`config.mk`:
```
export PLATFORM = sky130hd
export DESIGN_NAME = strap_addr_latch
export DESIGN_NICKNAME = d
export VERILOG_FILES = /design/src/rtl/strap_addr_pkg.sv /design/src/rtl/strap_decoder.sv /design/src/rtl/frame_bit_counter.sv /design/src/rtl/lock_ctrl.sv /design/src/rtl/strap_addr_latch.sv
export SDC_FILE = /design/constraint.sdc
export NUM_CORES = 1
export LEC_CHECK = 0
export CAP_MARGIN = 20
export CELL_PAD_IN_SITES_DETAIL_PLACEMENT = 0
export CELL_PAD_IN_SITES_GLOBAL_PLACEMENT = 1
export CORE_MARGIN = 5
export CORE_UTILIZATION = 36
export CTS_CLUSTER_DIAMETER = 60
export DETAILED_ROUTE_END_ITERATION = 6
export GPL_TIMING_DRIVEN = 0
export PLACE_DENSITY = 0.8
export SYNTH_ARGS = -nofsm -noshare
export SYNTH_HDL_FRONTEND = slang
export SYNTH_HIERARCHICAL = 1
export SYNTH_SLANG_ARGS = --single-unit
```
`constraint.sdc`:
```
create_clock -name clk -period 2.3 [get_ports clk]
set_input_delay 0.46 -clock clk [delete_from_list [all_inputs] [get_ports clk]]
set_output_delay 0.46 -clock clk [all_outputs]
set_load 0.005 [all_outputs]
```
`src/rtl/strap_addr_pkg.sv`:
```
package strap_addr_pkg;
  localparam int ADDR_W = 7;
  localparam logic [ADDR_W-1:0] ADDR_BASE = 7'b1001000;

  typedef enum logic [1:0] {
    STRAP_LOW   = 2'b00,
    STRAP_FLOAT = 2'b01,
    STRAP_HIGH  = 2'b10,
    STRAP_RSVD  = 2'b11
  } strap_e;

  // Strap level to target address; the reserved code falls back to low.
  function automatic logic [ADDR_W-1:0] strap_to_addr(input logic [1:0] code);
    logic [ADDR_W-1:0] a;
    case (strap_e'(code))
      STRAP_FLOAT: a = ADDR_BASE + ADDR_W'(2);
      STRAP_HIGH:  a = ADDR_BASE + ADDR_W'(3);
      default:     a = ADDR_BASE;
    endcase
    return a;
  endfunction
endpackage

```
`src/rtl/strap_decoder.sv`:
```
module strap_decoder
  import strap_addr_pkg::*;
(
  input  logic [1:0]        strap_code,
  output logic [ADDR_W-1:0] live_addr
);
  always_comb live_addr = strap_to_addr(strap_code);
endmodule

```
`src/rtl/frame_bit_counter.sv`:
```
module frame_bit_counter #(
  parameter int FRAME_BITS = 8
) (
  input  logic clk,
  input  logic rst_n,
  input  logic start_det,
  input  logic stop_det,
  input  logic scl_rise,
  output logic last_edge
);
  localparam int CW = $clog2(FRAME_BITS + 1);

  logic          active_q;
  logic [CW-1:0] bits_q;

  always_comb
    last_edge = active_q && scl_rise && !start_det && !stop_det &&
                (bits_q == CW'(FRAME_BITS - 1));

  always_ff @(posedge clk) begin
    if (!rst_n) begin
      active_q <= 1'b0;
      bits_q   <= '0;
    end else if (start_det) begin
      active_q <= 1'b1;
      bits_q   <= '0;
    end else if (stop_det) begin
      active_q <= 1'b0;
      bits_q   <= '0;
    end else if (active_q && scl_rise) begin
      bits_q <= bits_q + CW'(1);
      if (bits_q == CW'(FRAME_BITS - 1)) active_q <= 1'b0;
    end
  end


  bit_bound_chk: assert property (@(posedge clk) disable iff (!rst_n)
    active_q |-> (bits_q < CW'(FRAME_BITS)));
endmodule

```
`src/rtl/lock_ctrl.sv`:
```
module lock_ctrl
  import strap_addr_pkg::*;
#(
  parameter int LOCK_AFTER = 2
) (
  input  logic              clk,
  input  logic              rst_n,
  input  logic              hit,
  input  logic [ADDR_W-1:0] live_addr,
  output logic              locked,
  output logic [ADDR_W-1:0] held_addr
);
  localparam int CW = $clog2(LOCK_AFTER + 1);

  logic [CW-1:0] seen_q;
  logic          commit;

  always_comb commit = hit && !locked && (seen_q == CW'(LOCK_AFTER - 1));

  always_ff @(posedge clk) begin
    if (!rst_n) begin
      seen_q    <= '0;
      locked    <= 1'b0;
      held_addr <= '0;
    end else if (!locked && hit) begin
      if (commit) begin
        locked    <= 1'b1;
        held_addr <= live_addr;
      end else begin
        seen_q <= seen_q + CW'(1);
      end
    end
  end


  lock_sticky_chk: assert property (@(posedge clk) disable iff (!rst_n)
    locked |=> locked);

  lock_cause_chk: assert property (@(posedge clk) disable iff (!rst_n)
    $rose(locked) |-> $past(hit));

  count_bound_chk: assert property (@(posedge clk) disable iff (!rst_n)
    !locked |-> (seen_q < CW'(LOCK_AFTER)));
endmodule

```
`src/rtl/strap_addr_latch.sv`:
```
module strap_addr_latch
  import strap_addr_pkg::*;
#(
  parameter int LOCK_AFTER = 2
) (
  input  logic              clk,
  input  logic              rst_n,
  input  logic [1:0]        strap_code,
  input  logic              start_det,
  input  logic              stop_det,
  input  logic              scl_rise,
  input  logic [7:0]        shift_byte,
  output logic [ADDR_W-1:0] dev_addr,
  output logic              addr_locked,
  output logic              addr_match
);
  localparam int FRAME_BITS = ADDR_W + 1;

  logic [ADDR_W-1:0] live_addr;
  logic [ADDR_W-1:0] held_addr;
  logic              eighth_edge;
  logic              addr_equal;

  strap_decoder u_dec (
    .strap_code (strap_code),
    .live_addr  (live_addr)
  );

  frame_bit_counter #(.FRAME_BITS(FRAME_BITS)) u_bits (
    .clk       (clk),
    .rst_n     (rst_n),
    .start_det (start_det),
    .stop_det  (stop_det),
    .scl_rise  (scl_rise),
    .last_edge (eighth_edge)
  );

  always_comb begin
    dev_addr   = addr_locked ? held_addr : live_addr;
    addr_equal = (shift_byte[7:1] == dev_addr);
    addr_match = eighth_edge && addr_equal;
  end

  lock_ctrl #(.LOCK_AFTER(LOCK_AFTER)) u_lock (
    .clk       (clk),
    .rst_n     (rst_n),
    .hit       (addr_match),
    .live_addr (live_addr),
    .locked    (addr_locked),
    .held_addr (held_addr)
  );


  addr_frozen_chk: assert property (@(posedge clk) disable iff (!rst_n)
    (addr_locked && $past(addr_locked)) |-> $stable(dev_addr));

  match_edge_chk: assert property (@(posedge clk) disable iff (!rst_n)
    addr_match |-> scl_rise);

  capture_chk: assert property (@(posedge clk) disable iff (!rst_n)
    $rose(addr_locked) |-> (dev_addr == $past(live_addr)));
endmodule

```
==> qor.txt, run 1 <==
FF-to-FF path depth: 9
post-synth top area share: 0.324
Detail Placement HPWL: 1420 um
H-tree levels: 1
hold_sp: u_lock/held_addr[6]
WL per Instance: 11.2 um
clk_lat worst skew: 0.28 ns
Max Slew Vio Count: 0
Worst Setup SP: strap_code[0]
Max stage delay cell, worst path: mux2_4
WP buf/inv: 4
cells after synthesis: 101
Non-Filler Instances: 163
Post-Syn Area: 926 um^2
ys flop type: dfxtp_1
final setup vio count: 0
detailed-route wire length: 1830 um
run status: finished, final reports clean
RR Startpoint: u_lock/locked
Nets: 152
Min Hold Slack: 0.460 ns
worst path arrival time: 1.75 ns
ratio of final minimum period to clock period: 0.960
DR vias/cell: 4.54
Final ANT Viol Nets: 0
Sum Neg Setup Slack: 0 ns
total clock sinks: 15
CTS root buffer: clkbuf_4
vias in the first global route: 753
drt pass-1 iters: 3
Die Ht: 60.7 um
Die X: 60.7 um
multi-input logic area: 552 um^2
CP Launch Type: primary input
TritonCTS buffer count: 3
area leader, netlist: dfxtp_1
antenna cell count: 0
largest net degree at the start of global routing: 11
Ys Warns: 6
CTS tree: yes
#FFs+latches synth: 15
worst-path maximum fanout: 3
routability cong.: 0.707
synth unique cells: 26
R2R setup slack: 0.32 ns
gr usage total: 0.116
Initial DRC Count: 18
ranking of synthesized cells by area: dfxtp_1, mux2_4, mux2i_1
Max Clock Skew: 0.00379 ns
cell with the most instances after synthesis: nand2_1
Hold Crit Endpoint: u_lock/held_addr[6]
Synth top cells by count: nand2_1, dfxtp_1, mux2i_1, mux2_4
Max VDD drop: 0.000243 V
IO buf count: 22
max_cap viols: 0
hold depth: 2
Cell Chain, Critical Path: buf_2 > inv_2 > ha_1 > inv_2 > mux2_4 > xnor2_2 > nand4_1 > nor2_2 > buf_2
Post-synth EDFFs: 0
Final Hold Fails: 0
Pwr Density: 415 nW/um^2
hold crit path type: reg -> reg
Core Area: 2480 um^2
fmax: 453 MHz
DP Cell Count: 156
Reg clk slew, reported paths: 0.09 ns
share of the yosys chip area belonging to registers: 0.324
num rows: 18
hold_buf cts: 0
Reg area: 304 um^2
first-pass GRT wire length: 3170 um
synthesized area per cell: 9.17 um^2
Leak: 0.496 nW
min Tclk post-route: 2.21 ns
die area: 3690 um^2
ys async rst share: 0
# fillers: 260
# DRC: 0
fraction of layout cells with a size suffix above 1: 0.248
critical path class: in -> out
initial antenna violation count: 0
area grow syn2layout: 33.9%
Initial Utilization: 0.374
Max Buffers Root-to-Sink: 2
IO Count: 24
Pwr Total: 0.515 mW
Via Count: 740
delay-heaviest family, CP: simple AND/OR/NAND/NOR gates
Slowest Stage Delay on Critical Path: 0.29 ns
CP endpoint kind: primary output
GR Overflow Total: 0
unrepaired setup endpoints after global routing: false
WP data required: 1.84 ns
R2R Path End: u_lock/held_addr[3]
## power breakdown
part	internal [mW]	leakage [nW]	switching (mW)	total [mW]
Combinational	0.0639	0.356	0.0365	0.100
Sequential	0.260	0.122	0.00177	0.261
Clock	0.0645	0.0177	0.0887	0.153
## layer usage
| layer | track usage | routed length (um) | vias to the layer above |
|---|---|---|---|
| li1 | - | - | 387 |
| met1 | 0.135 | 823 | 330 |
| met2 | 0.195 | 844 | 19 |
| met3 | 0.0404 | 137 | 4 |
| met4 | 0.0464 | 22 | 0 |
| met5 | 0 | 0 | - |
## repair_timing
item / 4_1_cts / 5_1_grt
pin swaps: 3 / 4
setup buffers: 0 / 3
gates resized for setup: 13 / 4
endpoints found under the setup margin: 12 / 1
## worst max-delay path by stage
| stage | depth (start not counted) | to | slack, ns |
|---|---|---|---|
| finish | 9 | addr_match | 0.09 |
| global route | 6 | addr_match | 0.003 |
| CTS | 8 | addr_match | 0.02 |
| detailed placement | 9 | addr_match | -0.76 |
| global placement | 9 | addr_match | -0.72 |
| floorplan | 10 | u_lock/held_addr[0] | 0.29 |
## registers in the layout, indices dropped and copies added, names as in the netlist
register and flops:
u_lock/held_addr 7, u_bits/bits_q 4, u_lock/locked 1, u_bits/active_q 1
u_lock/seen_q 2
## kinds of logic (layout without fill, tap and decap cells)
| group | after synthesis | after routing | share of synthesized area |
|---|---|---|---|
| xor gates and xnor gates | 9 | 9 | 0.0933 |
| buffers and inverters | 13 | 42 | 0.0946 |
| muxes | 16 | 16 | 0.211 |
| other | 2 | 5 | 0.00811 |
| adders and majority gates | 3 | 3 | 0.0405 |
| AOI/OAI and AO/OA | 5 | 5 | 0.0284 |
| and+or+nand+nor | 38 | 38 | 0.200 |
| DFF | 15 | 15 | 0.324 |
## worst min-delay path, stage by stage, from the launching register on
cell,delay [ns]
dfxtp_1,0.32
nand2_1,0.05
mux2i_1,0.05
## layout make-up
cell class / count / area share
multi-input combinational: 76 / 0.445
clock inverter: 1 / 0.00404
timing repair buffer: 25 / 0.184
tap: 30 / 0.0303
buffer: 9 / 0.0616
inverter: 4 / 0.0121
clock buffer: 3 / 0.0182
sequential: 15 / 0.245
## cell usage in the layout (no fill, tap or decap), types with 2 or more instances in the layout
master and count:
a21oi_1 3, buf_2 3, buf_4 9, clkbuf_4 3, clkdlybuf4s50_1 19, conb_1 5, dfxtp_1 14, ha_1 3
inv_1 2, inv_2 2, mux2_4 7, mux2i_1 9, nand2_1 19, nand2b_1 2, nand3_1 3, nand4_1 2
nor2_1 4, nor2b_1 2, xnor2_1 6, xor2_1 2
## per-stage QoR
stage,setup slack [ns],utilization,instance area (um^2)
global route,0.00331,0.501,1240
finish,0.0930,0.501,1240
CTS,0.0174,0.491,1220
global placement,-0.724,0.482,1190
floorplan,0.291,-,937
detailed placement,-0.763,0.482,1190
Note: power is estimated with default switching activity, not from simulation.
==> run 2: changes to the inputs <==
--- a/config.mk
+++ b/config.mk
@@ -5,7 +5,6 @@
 export SDC_FILE = /design/constraint.sdc
 export NUM_CORES = 1
 export LEC_CHECK = 0
-export CAP_MARGIN = 20
 export CELL_PAD_IN_SITES_DETAIL_PLACEMENT = 0
 export CELL_PAD_IN_SITES_GLOBAL_PLACEMENT = 1
 export CORE_MARGIN = 5
==> results of run 2 <==
No change in the layout: final DEF, timing and power equal those of run 1.
==> run 3: changes to the inputs <==
--- a/config.mk
+++ b/config.mk
@@ -7,12 +7,12 @@
 export LEC_CHECK = 0
 export CELL_PAD_IN_SITES_DETAIL_PLACEMENT = 0
 export CELL_PAD_IN_SITES_GLOBAL_PLACEMENT = 1
-export CORE_MARGIN = 5
 export CORE_UTILIZATION = 36
 export CTS_CLUSTER_DIAMETER = 60
 export DETAILED_ROUTE_END_ITERATION = 6
 export GPL_TIMING_DRIVEN = 0
 export PLACE_DENSITY = 0.8
+export SLEW_MARGIN = 15
 export SYNTH_ARGS = -nofsm -noshare
 export SYNTH_HDL_FRONTEND = slang
 export SYNTH_HIERARCHICAL = 1
==> qor.txt, run 3 (synthesized netlist as in run 1, its figures left out) <==
worst-path maximum fanout: 7 (was 3)
hold_sp: u_lock/held_addr[3] (was u_lock/held_addr[6])
routability cong.: 0.638 (was 0.707)
GR Overflow Total: 0 (unchanged)
hold crit path type: reg -> reg (unchanged)
vias in the first global route: 683 (was 753)
R2R Path End: u_lock/seen_q[1] (was u_lock/held_addr[3])
CTS root buffer: clkbuf_4 (unchanged)
Finished Cell Area: 1250 um^2 (was 1240 um^2)
Reg clk slew, reported paths: 0.09 ns (about the same)
ratio of final minimum period to clock period: 0.937 (was 0.960)
Pwr Density: 408 nW/um^2 (was 415 nW/um^2)
most frequent cells in the layout: nand2_1, clkdlybuf4s50_1, dfxtp_1, mux2i_1 (was clkdlybuf4s50_1, nand2_1, dfxtp_1, buf_4, mux2i_1)
DR vias/cell: 4.54 (about the same)
clk_lat worst skew: 0.27 ns (was 0.28 ns)
TritonCTS buffer count: 3 (unchanged)
WP data required: 1.84 ns (about the same)
Final Hold Fails: 0 (unchanged)
Min Hold Slack: 0.462 ns (was 0.460 ns)
die area: 2780 um^2 (was 3690 um^2)
Max Slew Vio Count: 0 (unchanged)
# DRC: 0 (unchanged)
Max Clock Skew: 0.00107 ns (was 0.00379 ns)
hold depth: 2 (unchanged)
antenna cell count: 0 (unchanged)
Max VDD drop: 0.000303 V (was 0.000243 V)
max_cap viols: 0 (unchanged)
detailed-route wire length: 1770 um (was 1830 um)
unrepaired setup endpoints after global routing: false (unchanged)
first-pass GRT wire length: 2920 um (was 3170 um)
Die X: 52.7 um (was 60.7 um)
WL per Instance: 11.0 um (was 11.2 um)
Initial Utilization: 0.377 (was 0.374)
R2R setup slack: 0.37 ns (was 0.32 ns)
Hold Crit Endpoint: u_lock/held_addr[3] (was u_lock/held_addr[6])
GR peak layer: met2 (unchanged)
# fillers: 248 (was 260)
Core Area: 2450 um^2 (was 2480 um^2)
Placed Instance Area: 1190 um^2 (unchanged)
Initial DRC Count: 8 (was 18)
H-tree levels: 1 (unchanged)
largest net degree at the start of global routing: 11 (unchanged)
fraction of layout cells with a size suffix above 1: 0.260 (was 0.248)
CP endpoint kind: primary output (unchanged)
biggest regs: u_lock/held_addr (7), u_bits/bits_q (4), u_lock/seen_q (2) (unchanged)
initial antenna violation count: 0 (unchanged)
final setup vio count: 0 (unchanged)
Die Ht: 52.7 um (was 60.7 um)
run status: finished, final reports clean (unchanged)
worst path arrival time: 1.70 ns (was 1.75 ns)
area grow syn2layout: 35.1% (was 33.9%)
met1 Use GR: 0.177 (was 0.135)
total clock sinks: 15 (unchanged)
CP Launch Type: flop (was primary input)
RR Startpoint: u_lock/locked (unchanged)
Leak: 0.505 nW (was 0.496 nW)
Largest Register: u_lock/held_addr (unchanged)
Nets: 150 (was 152)
critical path class: reg -> out (was in -> out)
min Tclk post-route: 2.16 ns (was 2.21 ns)
met2 usage: 0.245 (was 0.195)
IO Count: 24 (unchanged)
num rows: 18 (unchanged)
met3 usage: 0.0261 (was 0.0404)
CTS tree: yes (unchanged)
fin util: 0.510 (was 0.501)
max FFs per register: 7 (unchanged)
Final ANT Viol Nets: 0 (unchanged)
IO buf count: 22 (unchanged)
Detail Placement HPWL: 1350 um (was 1420 um)
Via Count: 731 (was 740)
commonest non-fill, non-tap cell in the layout: nand2_1
fmax: 464 MHz (was 453 MHz)
gr usage total: 0.143 (was 0.116)
FF-to-FF path depth: 8 (was 9)
drt pass-1 iters: 4 (was 3)
Max Buffers Root-to-Sink: 2 (unchanged)
## run 3: changes by cell type in the layout (fill, tap and decap cells not counted)
cell | before | now
buf_2 | 3 | 2
buf_4 | 9 | 7
buf_6 | 1 | 2
buf_8 | 1 | 0
clkbuf_2 | 1 | 2
clkdlybuf4s50_1 | 19 | 18
dlymetal6s2s_1 | 0 | 1
ha_1 | 3 | 2
ha_4 | 0 | 1
xnor2_1 | 6 | 4
xnor2_2 | 1 | 3
## run 3: critical path: stages (launching register included)
cell and delay, ns:
dfxtp_4 0.38, buf_6 0.16, mux2_4 0.32, xnor2_1 0.13, nand4_1 0.13, nor2_2 0.17, buf_2 0.13
## run 3: final cells by class
type / count / area [um^2] / area share
Sequential cell: 15 / 304 / 0.243
Clock inverter: 1 / 5.00 / 0.00400
Tap cell: 30 / 37.5 / 0.0300
Timing Repair Buffer: 23 / 215 / 0.172
Multi-Input combinational cell: 76 / 579 / 0.463
Buffer: 9 / 72.6 / 0.0580
Inverter: 4 / 15.0 / 0.0120
Clock buffer: 3 / 22.5 / 0.0180
## run 3: how the worst max path moves through the flow
stage	from	end	slack (ns)	cells after the start
floorplan	strap_code[0]	u_lock/held_addr[0]	0.29	10
global placement	strap_code[0]	addr_match	-0.68	9
detailed placement	strap_code[0]	addr_match	-0.69	9
CTS	u_lock/locked	addr_match	0.008	6
global route	u_lock/locked	addr_match	0.03	6
finish	u_lock/locked	addr_match	0.14	6
## run 3: per-stage QoR
step	cells	TNS [ns]	setup slack, ns	power (mW)
6_report	161	0	0.144	0.511
5_1_grt	161	0	0.0268	0.543
4_1_cts	160	0	0.00798	0.517
3_5_place_dp	156	-3.45	-0.692	0.367
3_3_place_gp	156	-3.11	-0.677	0.366
2_1_floorplan	104	0	0.291	0.321
## run 3: per-layer routing
| metal | vias to the layer above | wire (um) |
|---|---|---|
| met5 | - | 0 |
| met4 | 0 | 10 |
| met3 | 2 | 86 |
| met2 | 17 | 840 |
| met1 | 331 | 835 |
| li1 | 381 | - |
## run 3: power breakdown
group	total (mW)	leakage [nW]	internal (mW)	switching (mW)
Sequential	0.262	0.122	0.260	0.00204
Clock	0.147	0.0177	0.0643	0.0822
Combinational	0.103	0.365	0.0651	0.0377
Total	0.511	0.505	0.389	0.122
## run 3: timing repair
item / 4_1_cts / 5_1_grt
endpoints found under the setup margin: 8 / 1
resized for setup: 10 / 8
hold buffers: 0 / 0
pin swaps: 3 / 3
buffers inserted: 0 / 1
